<file path="config.mk">
export PLATFORM = sky130hd
export DESIGN_NAME = callret_sequencer
export DESIGN_NICKNAME = d
export VERILOG_FILES = /design/src/rtl/callret_pkg.sv /design/src/rtl/callret_decode.sv /design/src/rtl/callret_stack.sv /design/src/rtl/callret_sequencer.sv
export SDC_FILE = /design/constraint.sdc
export NUM_CORES = 1
export LEC_CHECK = 0
export BUFFER_PORTS_ARGS = -buffer_cell sky130_fd_sc_hd__buf_2
export CAP_MARGIN = 20
export CORE_MARGIN = 2
export CORE_UTILIZATION = 55
export DETAILED_ROUTE_END_ITERATION = 8
export HOLD_SLACK_MARGIN = 0.06
export PLACE_DENSITY = 0.82
export SLEW_MARGIN = 20
export SYNTH_ARGS = -nofsm -noshare
export SYNTH_HDL_FRONTEND = slang
export SYNTH_SLANG_ARGS = --single-unit
</file>
<file path="constraint.sdc">
create_clock -name clk -period 4.1 [get_ports clk]
set_input_delay 0.205 -clock clk [delete_from_list [all_inputs] [get_ports clk]]
set_output_delay 0.205 -clock clk [all_outputs]
set_load 0.01 [all_outputs]
</file>
<file path="src/rtl/callret_pkg.sv">
// Shared encodings and helpers for the call/return sequencer.
// Assumes byte-wide opcodes; vector addresses fit in 12 bits.
package callret_pkg;

    typedef enum logic [1:0] {
        OP_NONE  = 2'd0,
        OP_LCALL = 2'd1,
        OP_SCALL = 2'd2,
        OP_RET   = 2'd3
    } op_kind_e;

    localparam logic [4:0] LCALL_PREFIX = 5'b01000;
    localparam logic [3:0] SCALL_PREFIX = 4'b1110;
    localparam logic [7:0] RET_CODE     = 8'b0100_1111;
    localparam int         VEC_W        = 12;
    localparam int         LTGT_W       = 11;

    // Short-call vector: 8n+6, with index 0 redirected to 0x086.
    function automatic logic [VEC_W-1:0] short_vector(input logic [3:0] idx);
        if (idx == 4'd0) return 12'h086;
        return {5'b00000, idx, 3'b110};
    endfunction

endpackage

</file>
<file path="src/rtl/callret_decode.sv">
// Combinational opcode decoder: classifies the presented bytes and
// forms the jump target and the return address for calls.
// Assumes PC_W >= 12 so every target fits without truncation.
module callret_decode
    import callret_pkg::*;
#(
    parameter int PC_W = 12
) (
    input  logic [7:0]      byte0,
    input  logic [7:0]      byte1,
    input  logic [PC_W-1:0] pc_in,
    output op_kind_e        kind,
    output logic [PC_W-1:0] target,
    output logic [PC_W-1:0] ret_addr
);

    localparam logic [PC_W-1:0] LONG_LEN  = PC_W'(2);
    localparam logic [PC_W-1:0] SHORT_LEN = PC_W'(1);

    // Classify the opcode and form target and return address.
    always_comb begin
        kind     = OP_NONE;
        target   = '0;
        ret_addr = pc_in;
        if (byte0[7:3] == LCALL_PREFIX) begin
            kind                 = OP_LCALL;
            target[LTGT_W-1:0]   = {byte0[2:0], byte1};
            ret_addr             = pc_in + LONG_LEN;
        end else if (byte0[7:4] == SCALL_PREFIX) begin
            kind                 = OP_SCALL;
            target[VEC_W-1:0]    = short_vector(byte0[3:0]);
            ret_addr             = pc_in + SHORT_LEN;
        end else if (byte0 == RET_CODE) begin
            kind                 = OP_RET;
        end
    end

endmodule

</file>
<file path="src/rtl/callret_stack.sv">
// Return-address stack. A push writes at sp, then sp moves down.
// A pop moves sp up, and the entry at the new sp is presented on rdata.
// Assumes push and pop are never high together; sp wraps at both ends.
module callret_stack #(
    parameter int PC_W  = 12,
    parameter int DEPTH = 8,
    localparam int SP_W = (DEPTH > 1) ? $clog2(DEPTH) : 1
) (
    input  logic            clk,
    input  logic            rst_n,
    input  logic            push,
    input  logic            pop,
    input  logic [PC_W-1:0] wdata,
    output logic [PC_W-1:0] rdata,
    output logic [SP_W-1:0] sp,
    output logic            wrap
);

    localparam logic [SP_W-1:0] SP_TOP = SP_W'(DEPTH - 1);

    logic [PC_W-1:0] mem [DEPTH];
    logic [SP_W-1:0] sp_dn;
    logic [SP_W-1:0] sp_up;

    // Neighbouring pointer values with explicit wrap for any depth.
    always_comb begin
        sp_dn = (sp == '0)     ? SP_TOP : sp - SP_W'(1);
        sp_up = (sp == SP_TOP) ? '0     : sp + SP_W'(1);
    end

    // Pop data comes from the entry the pointer is about to reach.
    assign rdata = mem[sp_up];
    // Wrap event: a push from the bottom or a pop from the top.
    assign wrap  = (push && sp == '0) || (pop && sp == SP_TOP);

    // Stack pointer update.
    always_ff @(posedge clk) begin
        if (!rst_n)    sp <= SP_TOP;
        else if (push) sp <= sp_dn;
        else if (pop)  sp <= sp_up;
    end

    // Entry storage: cleared on reset, written at sp on push.
    always_ff @(posedge clk) begin
        if (!rst_n) begin
            for (int i = 0; i < DEPTH; i++) mem[i] <= '0;
        end else if (push) begin
            mem[sp] <= wdata;
        end
    end

    AST_PUSH_STORES: assert property (@(posedge clk) disable iff (!rst_n)
        push |=> mem[$past(sp)] == $past(wdata));
    AST_PUSH_MOVES: assert property (@(posedge clk) disable iff (!rst_n)
        (push && DEPTH > 1) |=> sp != $past(sp));
    AST_POP_MOVES: assert property (@(posedge clk) disable iff (!rst_n)
        (pop && DEPTH > 1) |=> sp != $past(sp));
    AST_IDLE_HOLDS_SP: assert property (@(posedge clk) disable iff (!rst_n)
        (!push && !pop) |=> $stable(sp));

endmodule

</file>
<file path="src/rtl/callret_sequencer.sv">
// Call/return sequencer top. It captures and decodes an instruction in
// its first cycle, then pushes or pops the return stack and issues a
// one-cycle PC load in its second cycle.
// Assumes pc_in is the address of the presented instruction's first byte.
module callret_sequencer
    import callret_pkg::*;
#(
    parameter int PC_W  = 12,
    parameter int DEPTH = 8,
    localparam int SP_W = (DEPTH > 1) ? $clog2(DEPTH) : 1
) (
    input  logic            clk,
    input  logic            rst_n,
    input  logic            op_valid,
    input  logic [7:0]      op_byte0,
    input  logic [7:0]      op_byte1,
    input  logic [PC_W-1:0] pc_in,
    output logic            busy,
    output logic            pc_load,
    output logic [PC_W-1:0] pc_next,
    output logic [SP_W-1:0] sp,
    output logic            stk_fault
);

    op_kind_e        dec_kind;
    logic [PC_W-1:0] dec_target;
    logic [PC_W-1:0] dec_ret;

    op_kind_e        kind_q;
    logic [PC_W-1:0] target_q;
    logic [PC_W-1:0] ret_q;
    logic            busy_q;
    logic            load_q;
    logic [PC_W-1:0] pc_q;
    logic            fault_q;

    logic            accept;
    logic            do_push;
    logic            do_pop;
    logic [PC_W-1:0] pop_data;
    logic            stk_wrap;

    callret_decode #(.PC_W(PC_W)) u_decode (
        .byte0    (op_byte0),
        .byte1    (op_byte1),
        .pc_in    (pc_in),
        .kind     (dec_kind),
        .target   (dec_target),
        .ret_addr (dec_ret)
    );

    callret_stack #(.PC_W(PC_W), .DEPTH(DEPTH)) u_stack (
        .clk   (clk),
        .rst_n (rst_n),
        .push  (do_push),
        .pop   (do_pop),
        .wdata (ret_q),
        .rdata (pop_data),
        .sp    (sp),
        .wrap  (stk_wrap)
    );

    // Accept only recognised opcodes while no operation is running.
    assign accept  = op_valid && !busy_q && (dec_kind != OP_NONE);
    // Second-cycle stack actions, chosen by the captured kind.
    assign do_push = busy_q && (kind_q == OP_LCALL || kind_q == OP_SCALL);
    assign do_pop  = busy_q && (kind_q == OP_RET);

    // Capture stage: latch the decoded op and hold it for one cycle.
    always_ff @(posedge clk) begin
        if (!rst_n) begin
            busy_q   <= 1'b0;
            kind_q   <= OP_NONE;
            target_q <= '0;
            ret_q    <= '0;
        end else if (busy_q) begin
            busy_q   <= 1'b0;
        end else if (accept) begin
            busy_q   <= 1'b1;
            kind_q   <= dec_kind;
            target_q <= dec_target;
            ret_q    <= dec_ret;
        end
    end

    // Execute stage: publish the new PC and any wrap as one-cycle pulses.
    always_ff @(posedge clk) begin
        if (!rst_n) begin
            load_q  <= 1'b0;
            pc_q    <= '0;
            fault_q <= 1'b0;
        end else begin
            load_q  <= busy_q;
            fault_q <= busy_q && stk_wrap;
            if (busy_q) pc_q <= (kind_q == OP_RET) ? pop_data : target_q;
        end
    end

    assign busy      = busy_q;
    assign pc_load   = load_q;
    assign pc_next   = pc_q;
    assign stk_fault = fault_q;

    AST_BUSY_SINGLE: assert property (@(posedge clk) disable iff (!rst_n)
        busy |=> !busy);
    AST_LOAD_FOLLOWS_BUSY: assert property (@(posedge clk) disable iff (!rst_n)
        busy |=> pc_load);
    AST_LOAD_PULSE: assert property (@(posedge clk) disable iff (!rst_n)
        pc_load |=> !pc_load);
    AST_FAULT_WITH_LOAD: assert property (@(posedge clk) disable iff (!rst_n)
        stk_fault |-> pc_load);
    AST_STRAY_IGNORED: assert property (@(posedge clk) disable iff (!rst_n)
        (!busy && !(op_valid && (op_byte0[7:3] == LCALL_PREFIX
            || op_byte0[7:4] == SCALL_PREFIX || op_byte0 == RET_CODE)))
        |=> !busy);

endmodule

</file>
Word level (Yosys, flattened, before mapping)
Memories as Yosys holds them, arrays and structs flattened. Cells that the tools add are included.

Register bits after elaboration: 44. Bits in latches: 0. Bits in writable memories: 96. ROM bits: 0. Input port bits: 31. Output and inout bits: 18. Logic and storage cells: 65. Memories kept: 1.

Memories: u_stack.mem (depth 8, width 12, read ports 1, clocked after memory_dff 0, write ports 8, RTL line callret_stack.sv:21) `logic [PC_W-1:0] mem [DEPTH];`.

Add/sub/neg operators: 4. Multiply operators: 0. Divide/modulo/power cells: 0. $lt $le $gt $ge: 0. Eq/ne operators: 7. Shift operators: 0. Multiplexer cells: 26. Bitwise operators: 2. Reductions and logical operators: 17.

Operators with widths (number): two-way mux 12 bit (7); two-way mux 3 bit (5); adder 12 x 1 -> 12 bit, second input constant (1); adder 12 x 2 -> 12 bit, second input constant (1); OR reduction 12 bit (1); two-way mux 11 bit (1); two-way mux 1 bit (10); == test 8 x 7 -> 1 bit, second input constant (1); logical AND 1 bit (7); two-way mux 2 bit (3); == test 5 x 4 -> 1 bit, second input constant (1); == test 2 bit, second input constant (2); == test 4 bit, second input constant (1); logical NOT 4 bit (1); nonzero test 2 bit (2); adder 3 x 1 -> 3 bit, second input constant (1); == test 3 bit, second input constant (1); logical NOT 3 bit (1); subtractor 3 x 1 -> 3 bit, second input constant (1); == test 2 x 1 -> 1 bit, second input constant (1); logical OR 1 bit (2); NOT 1 bit (2); AND reduction 2 bit (1); OR reduction 2 bit (1); logical NOT 1 bit (1).

Logic depth before layout (Yosys ltp)
Gate-level depths: netlist of the first run.

Depth after elaboration: 8. Gate-level depth with buffers: 9. Depth with buffers taken out: 6.

Hierarchy
A second synthesis of the first run with hierarchy kept.

Cell total of the unflattened synthesis: 582. Area, all modules: 6905.4 sq um.

Modules (own cells, without submodules): callret_stack (instances 1, cells each 340, area each 4719.5 sq um, sequential area each 2942.8 sq um); callret_sequencer (instances 1, cells each 178, area each 1690.4 sq um, sequential area each 820.8 sq um); callret_decode (instances 1, cells each 64, area each 495.5 sq um, sequential area each 0.0 sq um).

Least setup slack after synthesis of the first run
Ideal clock, no wire load.

Path type: register to register. Start point: reg u_stack.sp[0]. End point: reg pc_q[0] (netlist: pc_next[0]). Setup time: 117 ps. Arrival: 2232 ps. Data required time: 3983 ps. Slack: 1750 ps. Stages on the path, launching flop included: 9. Buffers on the path: 2. Period minus slack after synthesis: 2350 ps. Cells stage by stage: dfxtp_1 > clkbuf_1 > inv_1 > ha_1 > nor2b_1 > nor3b_1 > clkbuf_1 > a31oi_1 > a32o_1.

Longest elaborated chain between the ends: 4. Elaborated cells on any way between the ends: 5. Those cells by class: 1 x add/sub; 1 x eq/ne; 2 x mux; 1 x memory.

RTL lines: start, declared (RTL line callret_stack.sv:15) `output logic [SP_W-1:0] sp,`; start signal, assigned (RTL line callret_stack.sv:39) `else if (push) sp <= sp_dn;`; start signal, assigned (RTL line callret_stack.sv:40) `else if (pop) sp <= sp_up;`; adder 3 x 1 -> 3 bit or == test 3 bit (tied branches) (RTL line callret_stack.sv:28) `sp_up = (sp == SP_TOP) ? '0 : sp + SP_W'(1);`; two-way mux 3 bit * (RTL line callret_stack.sv:28); memory read (8 x 12 bit) *; two-way mux 12 bit * (RTL line callret_sequencer.sv:95) `if (busy_q) pc_q <= (kind_q == OP_RET) ? pop_data : target_q;`; end signal, assigned (RTL line callret_sequencer.sv:95); end, declared (RTL line callret_sequencer.sv:34) `logic [PC_W-1:0] pc_q;`.

Mark *: on every way between the ends. The rest lies on a longest branch, timed or not. A chain may end at the register's enable or synchronous reset.

==> impl_metrics.sql, run 1 <==
INSERT INTO impl_metrics (metric_group, metric, value, unit) VALUES
('status', 'run_status', 'complete, no violations', ''),
('die', 'die-area', '0.01261', 'mm^2'),
('grt', 'grt_use_total', '25.66', '%'),
('logic_synthesis', 'postSynth.asyncResetShare', '0', '%'),
('die', 'dieWidth', '112.3', 'um'),
('logic_synthesis', 'syn_area', '0.006452', 'mm^2'),
('power', 'power_frac_clock', '50.6', '%'),
('placement', 'gpl.final_weighted_congestion', '0.8687', ''),
('sta', 'finClkSkew', '0.006261', 'ns'),
('clock_network', 'clk_latency', '0.42', 'ns'),
('detailed_routing', 'avgRoutedWirePerCell', '19.41', 'um'),
('sta', 'tightestPinTransition', '1.028', 'ns'),
('clock_network', 'cts_setup_buffers', '0', ''),
('finish', 'fillers', '859', ''),
('sta', 'slew_headroom', '31.24', '%'),
('power', 'netSwitchingFraction', '19.93', '%'),
('detailed_routing', 'drt-initial-drc-count', '516', ''),
('power', 'p_switching', '672.6', 'uW'),
('critical_path', 'worst_path_dominant_cell_family', 'simple AND/OR/NAND/NOR gates', ''),
('clock_network', 'cts.htree.levels', '4', ''),
('critical_path', 'crit_fanout', '15', ''),
('clock_network', 'cts_buffer_count', '17', ''),
('sta', 'finalCritPeriodShare', '69.05', '%'),
('critical_path', 'cp_num_buf_inv', '0', ''),
('logic_synthesis', 'number_of_synthesized_register_bits', '139', ''),
('sta', 'grt_setup_unrepaired', 'false', ''),
('logic_synthesis', 'synth_largest_area_cell', 'edfxtp_1', ''),
('sta', 'timing.final.setup_violations', '0', ''),
('logic_synthesis', 'synth.distinct_cells', '54', ''),
('die', 'floorplan.core_area', '0.01142', 'mm^2'),
('finish', 'final_layout_size_suffix_gt1_share', '15.01', '%'),
('clock_network', 'cts_tree', 'done', ''),
('logic_synthesis', 'syn_nets', '635', ''),
('critical_path', 'worst_path_class_setup', 'flip-flop to flip-flop', ''),
('power', 'ir_worst_vdd', '0.0003029', 'V'),
('die', 'core.rowCount', '39', ''),
('placement', 'place.port_buffers', '48', ''),
('critical_path', 'critPathMaxStageDelay', '0.81', 'ns'),
('grt', 'number_of_global_route_vias_before_repair', '4776', ''),
('clock_network', 'clock-root-buffer', 'clkbuf_16', ''),
('detailed_routing', 'finalWirelength', '15.45', 'mm'),
('logic_synthesis', 'ys_top_cells_by_area', 'edfxtp_1 45%, dfxtp_1 13%, and2_1 9.5%', ''),
('finish', 'stdcell_count', '796', ''),
('critical_path', 'crit_path_top_delay_cell', 'nor3_1', ''),
('critical_path', 'arrival', '2.88', 'ns'),
('critical_path', 'start_kind', 'flip-flop', ''),
('sta', 'slew_violations', '0', ''),
('power', 'p_leak', '2.720', 'nW'),
('critical_path', 'timing.critical_path.to_type', 'flip-flop', ''),
('logic_synthesis', 'synth.yosys.seq_area_share', '58.02', '%'),
('sta', 'totalNegativeSetupSlack', '0', 'ns'),
('logic_synthesis', 'synth_warnings', '0', ''),
('detailed_routing', 'dr_total_vias', '4900', ''),
('die', 'chipHeight', '112.3', 'um'),
('power', 'pwr-share-comb', '3.2', '%'),
('detailed_routing', 'firstDrtPassIters', '5', ''),
('finish', 'layout_nets', '679', ''),
('detailed_routing', 'avgViaCountPerCell', '6.156', ''),
('placement', 'dp_hpwl', '10.63', 'mm'),
('grt', 'overflow', '0', ''),
('finish', 'antennaDiodeCount', '0', ''),
('logic_synthesis', 'post-synth-top-area-fraction', '44.68', '%'),
('sta', 'final-hold-violation-count', '0', ''),
('die', 'floorplan.initialDensity', '56.51', '%'),
('logic_synthesis', 'ys.flop_type', 'edfxtp_1', ''),
('detailed_routing', 'remaining_drc_errors', '0', ''),
('clock_network', 'post_cts.resized_instances', '0', ''),
('power', 'p_int', '2.702', 'mW'),
('logic_synthesis', 'synth_commonest_cells', '98 x and2_1, 96 x edfxtp_1, 61 x nand2_1, 43 x dfxtp_1', ''),
('critical_path', 'cp_data_required_time', '4.15', 'ns'),
('grt', 'grt_first_pass_wirelength', '25.13', 'mm');
-- layout by cell type (no fill, tap or decap), types with 3 or more instances in the layout --
cell type / n
a31oi_1: 11
bufinv_16: 6
inv_1: 8
o21ai_0: 30
nor2b_1: 4
a211oi_1: 11
dfxtp_1: 43
nand3_1: 19
nand2b_1: 4
or3_1: 5
a22oi_1: 4
a21boi_0: 3
clkinv_2: 3
edfxtp_1: 96
nor3b_1: 3
a32o_1: 11
ha_1: 7
nor3_1: 6
nand2_1: 61
o311ai_0: 11
clkbuf_16: 17
and3_1: 3
buf_4: 13
o221ai_1: 13
nand4_1: 5
and2_1: 98
o211ai_1: 4
buf_2: 48
a311oi_1: 5
a21oi_1: 25
xor2_1: 5
nor2_1: 31
-- final timing paths --
path,endpoint,depth (start not counted),slack (ns),from
worst max-delay path,u_stack.mem[0][4],4,1.27,busy
worst min-delay path,ret_q[11],3,0.09,pc_in[11]
worst max register to register,u_stack.mem[0][4],4,1.27,busy
worst min register to register,pc_next[11],2,0.45,pc_next[11]
-- metal layers --
metal,GRT usage (%),vias up,share of wire (%)
met5,0,-,0
met4,8.211,0,1.4
met3,6.641,19,8.4
met2,40.84,253,48
met1,34.80,2326,42
li1,-,2302,-
-- power by group through the flow --
stage,logic [mW],clock network (mW),registers (mW)
finish,0.109,1.71,1.56
global route,0.120,1.77,1.56
CTS,0.108,1.71,1.56
detailed placement,0.106,0,1.59
global placement,0.102,0,1.59
floorplan,0.0607,0,1.58
-- cell type report --
cell class	count	area [um^2]	share of cell area (%)
inverter	9	33.78	0.4508
clock buffer	17	425.4	5.676
tap	143	178.9	2.387
timing repair buffer	63	357.8	4.775
clock inverter	14	226.5	3.022
sequential	139	3744	49.95
multi-input combinational	411	2529	33.74
-- through the flow --
stage	setup slack (ns)	util [%]	instance area, um^2	total power [mW]
after floorplan	1.750	-	6452	1.639
after global placement	1.362	59.75	6823	1.688
after detailed placement	1.200	59.75	6823	1.693
after CTS	1.259	65.64	7495	3.377
after global routing	0.9666	65.64	7495	3.457
final	1.269	65.64	7495	3.375
-- worst register-to-register path, stage by stage, from the launching register on --
cell	delay, ns
dfxtp_1	0.44
and2_1	0.40
nand3_1	0.27
nor3_1	0.81
nand2b_1	0.55
-- kinds of logic after synthesis --
family | synth area share (%)
mux | 0.4848
flops | 58.02
compound gates | 15.55
xor+xnor | 0.8144
simple gates | 20.94
fa+ha+maj | 1.357
buf+inv | 2.831
-- state kept, by name (all words and copies together) (netlist names) --
register and cells:
u_stack.sp 3, stk_fault 1, pc_next 12, kind_q 2, target_q 11, ret_q 12, pc_load 1, u_stack.mem 96
busy 1
Power figures use the tool's default switching activity.
==> run 2, diff against run 1 <==
--- a/config.mk
+++ b/config.mk
@@ -8,10 +8,10 @@
 export BUFFER_PORTS_ARGS = -buffer_cell sky130_fd_sc_hd__buf_2
 export CAP_MARGIN = 20
 export CORE_MARGIN = 2
-export CORE_UTILIZATION = 55
+export CORE_UTILIZATION = 54
 export DETAILED_ROUTE_END_ITERATION = 8
 export HOLD_SLACK_MARGIN = 0.06
-export PLACE_DENSITY = 0.82
+export PLACE_DENSITY = 0.84
 export SLEW_MARGIN = 20
 export SYNTH_ARGS = -nofsm -noshare
 export SYNTH_HDL_FRONTEND = slang
==> constraint.sdc (replaced) <==
create_clock -name clk -period 2.32 [get_ports clk]
set_input_delay 0.116 -clock clk [delete_from_list [all_inputs] [get_ports clk]]
set_output_delay 0.116 -clock clk [all_outputs]
set_load 0.01 [all_outputs]
==> run 2 against run 1 <==
  * Sequential cell count stayed put
  * Die area rose by 1.8%
  * Critical path type unchanged
  * Design area rose by 1.8%
  * Combinational power rose by 92%
  * Critical endpoint is now pc_next[4]
  * Clock power grew 54%
  * Highest routed layer unchanged
  * Maximum frequency grew 33%
  * First-iteration DRC count up 14%
  * Non-clock buffer count increased by 22
  * Worst hold slack got worse by 0.0063 ns
==> impl_metrics.sql, run 2 (synthesis gave the netlist of run 1 again) <==
INSERT INTO impl_metrics (metric_group, metric, value, unit) VALUES
('status', 'run_status', 'complete, no violations', ''),
('finish', 'max_flop_register', 'u_stack.mem', ''),
('critical_path', 'worst_path_dominant_cell_family', 'compound AO/OA/AOI/OAI gates', ''),
('finish', 'final_layout_size_suffix_gt1_share', '16.42', '%'),
('grt', 'overflow', '0', ''),
('detailed_routing', 'avgViaCountPerCell', '6.150', ''),
('power', 'pwr-share-comb', '3.7', '%'),
('detailed_routing', 'firstDrtPassIters', '6', ''),
('detailed_routing', 'dr_total_vias', '5037', ''),
('sta', 'slew_violations', '0', ''),
('power', 'ir_worst_vdd', '0.0004472', 'V'),
('finish', 'final_core_utilization', '66.22', '%'),
('finish', 'stdcell_count', '819', ''),
('sta', 'timing.final.setup_violations', '0', ''),
('critical_path', 'start_kind', 'flip-flop', ''),
('power', 'p_int', '4.466', 'mW'),
('sta', 'finClkSkew', '0.008076', 'ns'),
('power', 'sequentialPowerShare', '49.1', '%'),
('detailed_routing', 'ant_nets', '0', ''),
('sta', 'tightestPinTransition', '0.9197', 'ns'),
('clock_network', 'worst_setup_hold_path_clk_slew', '0.06', 'ns'),
('sta', 'grt_setup_unrepaired', 'false', ''),
('die', 'floorplan.io_pins', '49', ''),
('placement', 'placed_cells', '776', ''),
('finish', 'synthToLayoutAreaGrowth', '18.19', '%'),
('power', 'p_switching', '1.141', 'mW'),
('sta', 'final-hold-violation-count', '0', ''),
('die', 'core.rowCount', '39', ''),
('finish', 'layout_nets', '701', ''),
('detailed_routing', 'drt-initial-drc-count', '586', ''),
('clock_network', 'cts.path.max_buffers', '2', ''),
('die', 'dieWidth', '113.3', 'um'),
('placement', 'gpl.final_weighted_congestion', '0.9077', ''),
('critical_path', 'crit_path_top_delay_cell', 'dfxtp_1', ''),
('clock_network', 'clk_latency', '0.42', 'ns'),
('critical_path', 'timing.critical_path.cells', 'inv_1 > ha_1 > nor2b_1 > and2_2 > o311ai_0 > a32o_1', ''),
('critical_path', 'arrival', '2.43', 'ns'),
('clock_network', 'clock-root-buffer', 'clkbuf_16', ''),
('finish', 'largest_register_ff_count', '96', ''),
('clock_network', 'cts_setup_buffers', '0', ''),
('critical_path', 'crit_fanout', '11', ''),
('grt', 'grt_use_total', '24.48', '%'),
('power', 'netSwitchingFraction', '20.35', '%'),
('sta', 'totalNegativeSetupSlack', '0', 'ns'),
('die', 'chipHeight', '113.3', 'um'),
('clock_network', 'cts_buffer_count', '17', ''),
('die', 'floorplan.core_area', '0.01152', 'mm^2'),
('critical_path', 'cp_num_buf_inv', '1', ''),
('power', 'power-per-cell-area', '735.2', 'mW/mm^2'),
('clock_network', 'cts.htree.levels', '4', ''),
('placement', 'place.port_buffers', '48', ''),
('grt', 'antenna_found_initial', '0', ''),
('clock_network', 'cts_tree', 'done', ''),
('power', 'power_frac_clock', '47.1', '%'),
('finish', 'highest_count_cells_in_the_layout_ignoring_fill_and_taps', '97 x and2_1, 96 x edfxtp_1, 61 x nand2_1, 48 x buf_2, 43 x dfxtp_1', ''),
('critical_path', 'worst_path_class_setup', 'flip-flop to flip-flop', ''),
('critical_path', 'timing.critical_path.to_type', 'flip-flop', ''),
('job', 'max_cap_violations', '0', ''),
('detailed_routing', 'remaining_drc_errors', '0', ''),
('critical_path', 'critPathMaxStageDelay', '0.45', 'ns'),
('grt', 'grt_first_pass_wirelength', '24.36', 'mm'),
('placement', 'dp_hpwl', '10.57', 'mm'),
('clock_network', 'clkSinkCount', '139', ''),
('die', 'die-area', '0.01284', 'mm^2'),
('sta', 'finalCritPeriodShare', '91.73', '%'),
('grt', 'number_of_global_route_vias_before_repair', '4898', ''),
('grt', 'grt_start_max_net_pins', '45', ''),
('die', 'floorplan.initialDensity', '56.03', '%'),
('detailed_routing', 'finalWirelength', '15.06', 'mm'),
('finish', 'layout.cells.most_common', 'and2_1', ''),
('detailed_routing', 'avgRoutedWirePerCell', '18.38', 'um'),
('finish', 'fillers', '807', ''),
('sta', 'crit_path_time_final', '2.128', 'ns'),
('sta', 'fmaxAchievable', '0.4699', 'GHz'),
('power', 'p_leak', '2.792', 'nW'),
('hold_path', 'worst_hold_path_type', 'input port to flip-flop', ''),
('finish', 'antennaDiodeCount', '0', ''),
('critical_path', 'cp_data_required_time', '2.63', 'ns'),
('sta', 'slew_headroom', '38.46', '%');
[run 2: final timing paths]
kind	start	to	slack [ns]	cells past startpoint
min reg2reg	pc_next[11]	pc_next[11]	0.45	2
max	u_stack.sp[0]	pc_next[4]	0.19	6
min	op_byte1[4]	target_q[4]	0.08	3
max reg2reg	u_stack.sp[0]	pc_next[4]	0.19	6
[run 2: layout make-up]
cell class              count  area [um^2]  area share, %
clock buffers              18        429.2          5.628
well taps                 143        178.9          2.346
inverters                   9        33.78         0.4430
flip-flops and latches    139         3744          49.09
repair buffers             85        558.0          7.317
multi-input cells         411         2530          33.17
clock inverters            14        152.6          2.002
[run 2: layer usage]
| metal | up-vias | routed length [um] | global-route usage, % |
|---|---|---|---|
| li1 | 2356 | - | - |
| met1 | 2411 | 6103 | 29.80 |
| met2 | 235 | 7677 | 42.51 |
| met3 | 35 | 1035 | 5.785 |
| met4 | 0 | 238 | 9.024 |
| met5 | - | 0 | 0 |
[run 2: repair_timing]
item | in CTS | in global routing
endpoints found under the setup margin | 0 | 11
hold endpoints to repair | 11 | 0
gates resized for setup | 0 | 1
hold buffers | 11 | 0
[run 2: through the flow]
step           total power, mW  hold slack, ns  setup slack (ns)  cell area (um^2)
6_report                 5.607         0.07876            0.1918              7626
5_1_grt                  5.743          0.1135           0.04727              7626
4_1_cts                  5.617         0.06943            0.1155              7625
3_5_place_dp             2.996          0.3969            0.1312              6933
3_3_place_gp             2.985          0.4000            0.3074              6933
2_1_floorplan            2.897          0.2702           0.03633              6454
[run 2: worst register-to-register path: stages (launching register included)]
cell and delay (ns):
dfxtp_1 0.45, inv_1 0.18, ha_1 0.34, nor2b_1 0.21, and2_2 0.30, o311ai_0 0.24, a32o_1 0.29
[run 2: power groups by stage]
stage,Combinational [mW],Sequential (mW),Clock [mW]
floorplan,0.107,2.79,0
global placement,0.183,2.80,0
detailed placement,0.191,2.80,0
CTS,0.206,2.75,2.66
global route,0.229,2.76,2.75
finish,0.209,2.76,2.64
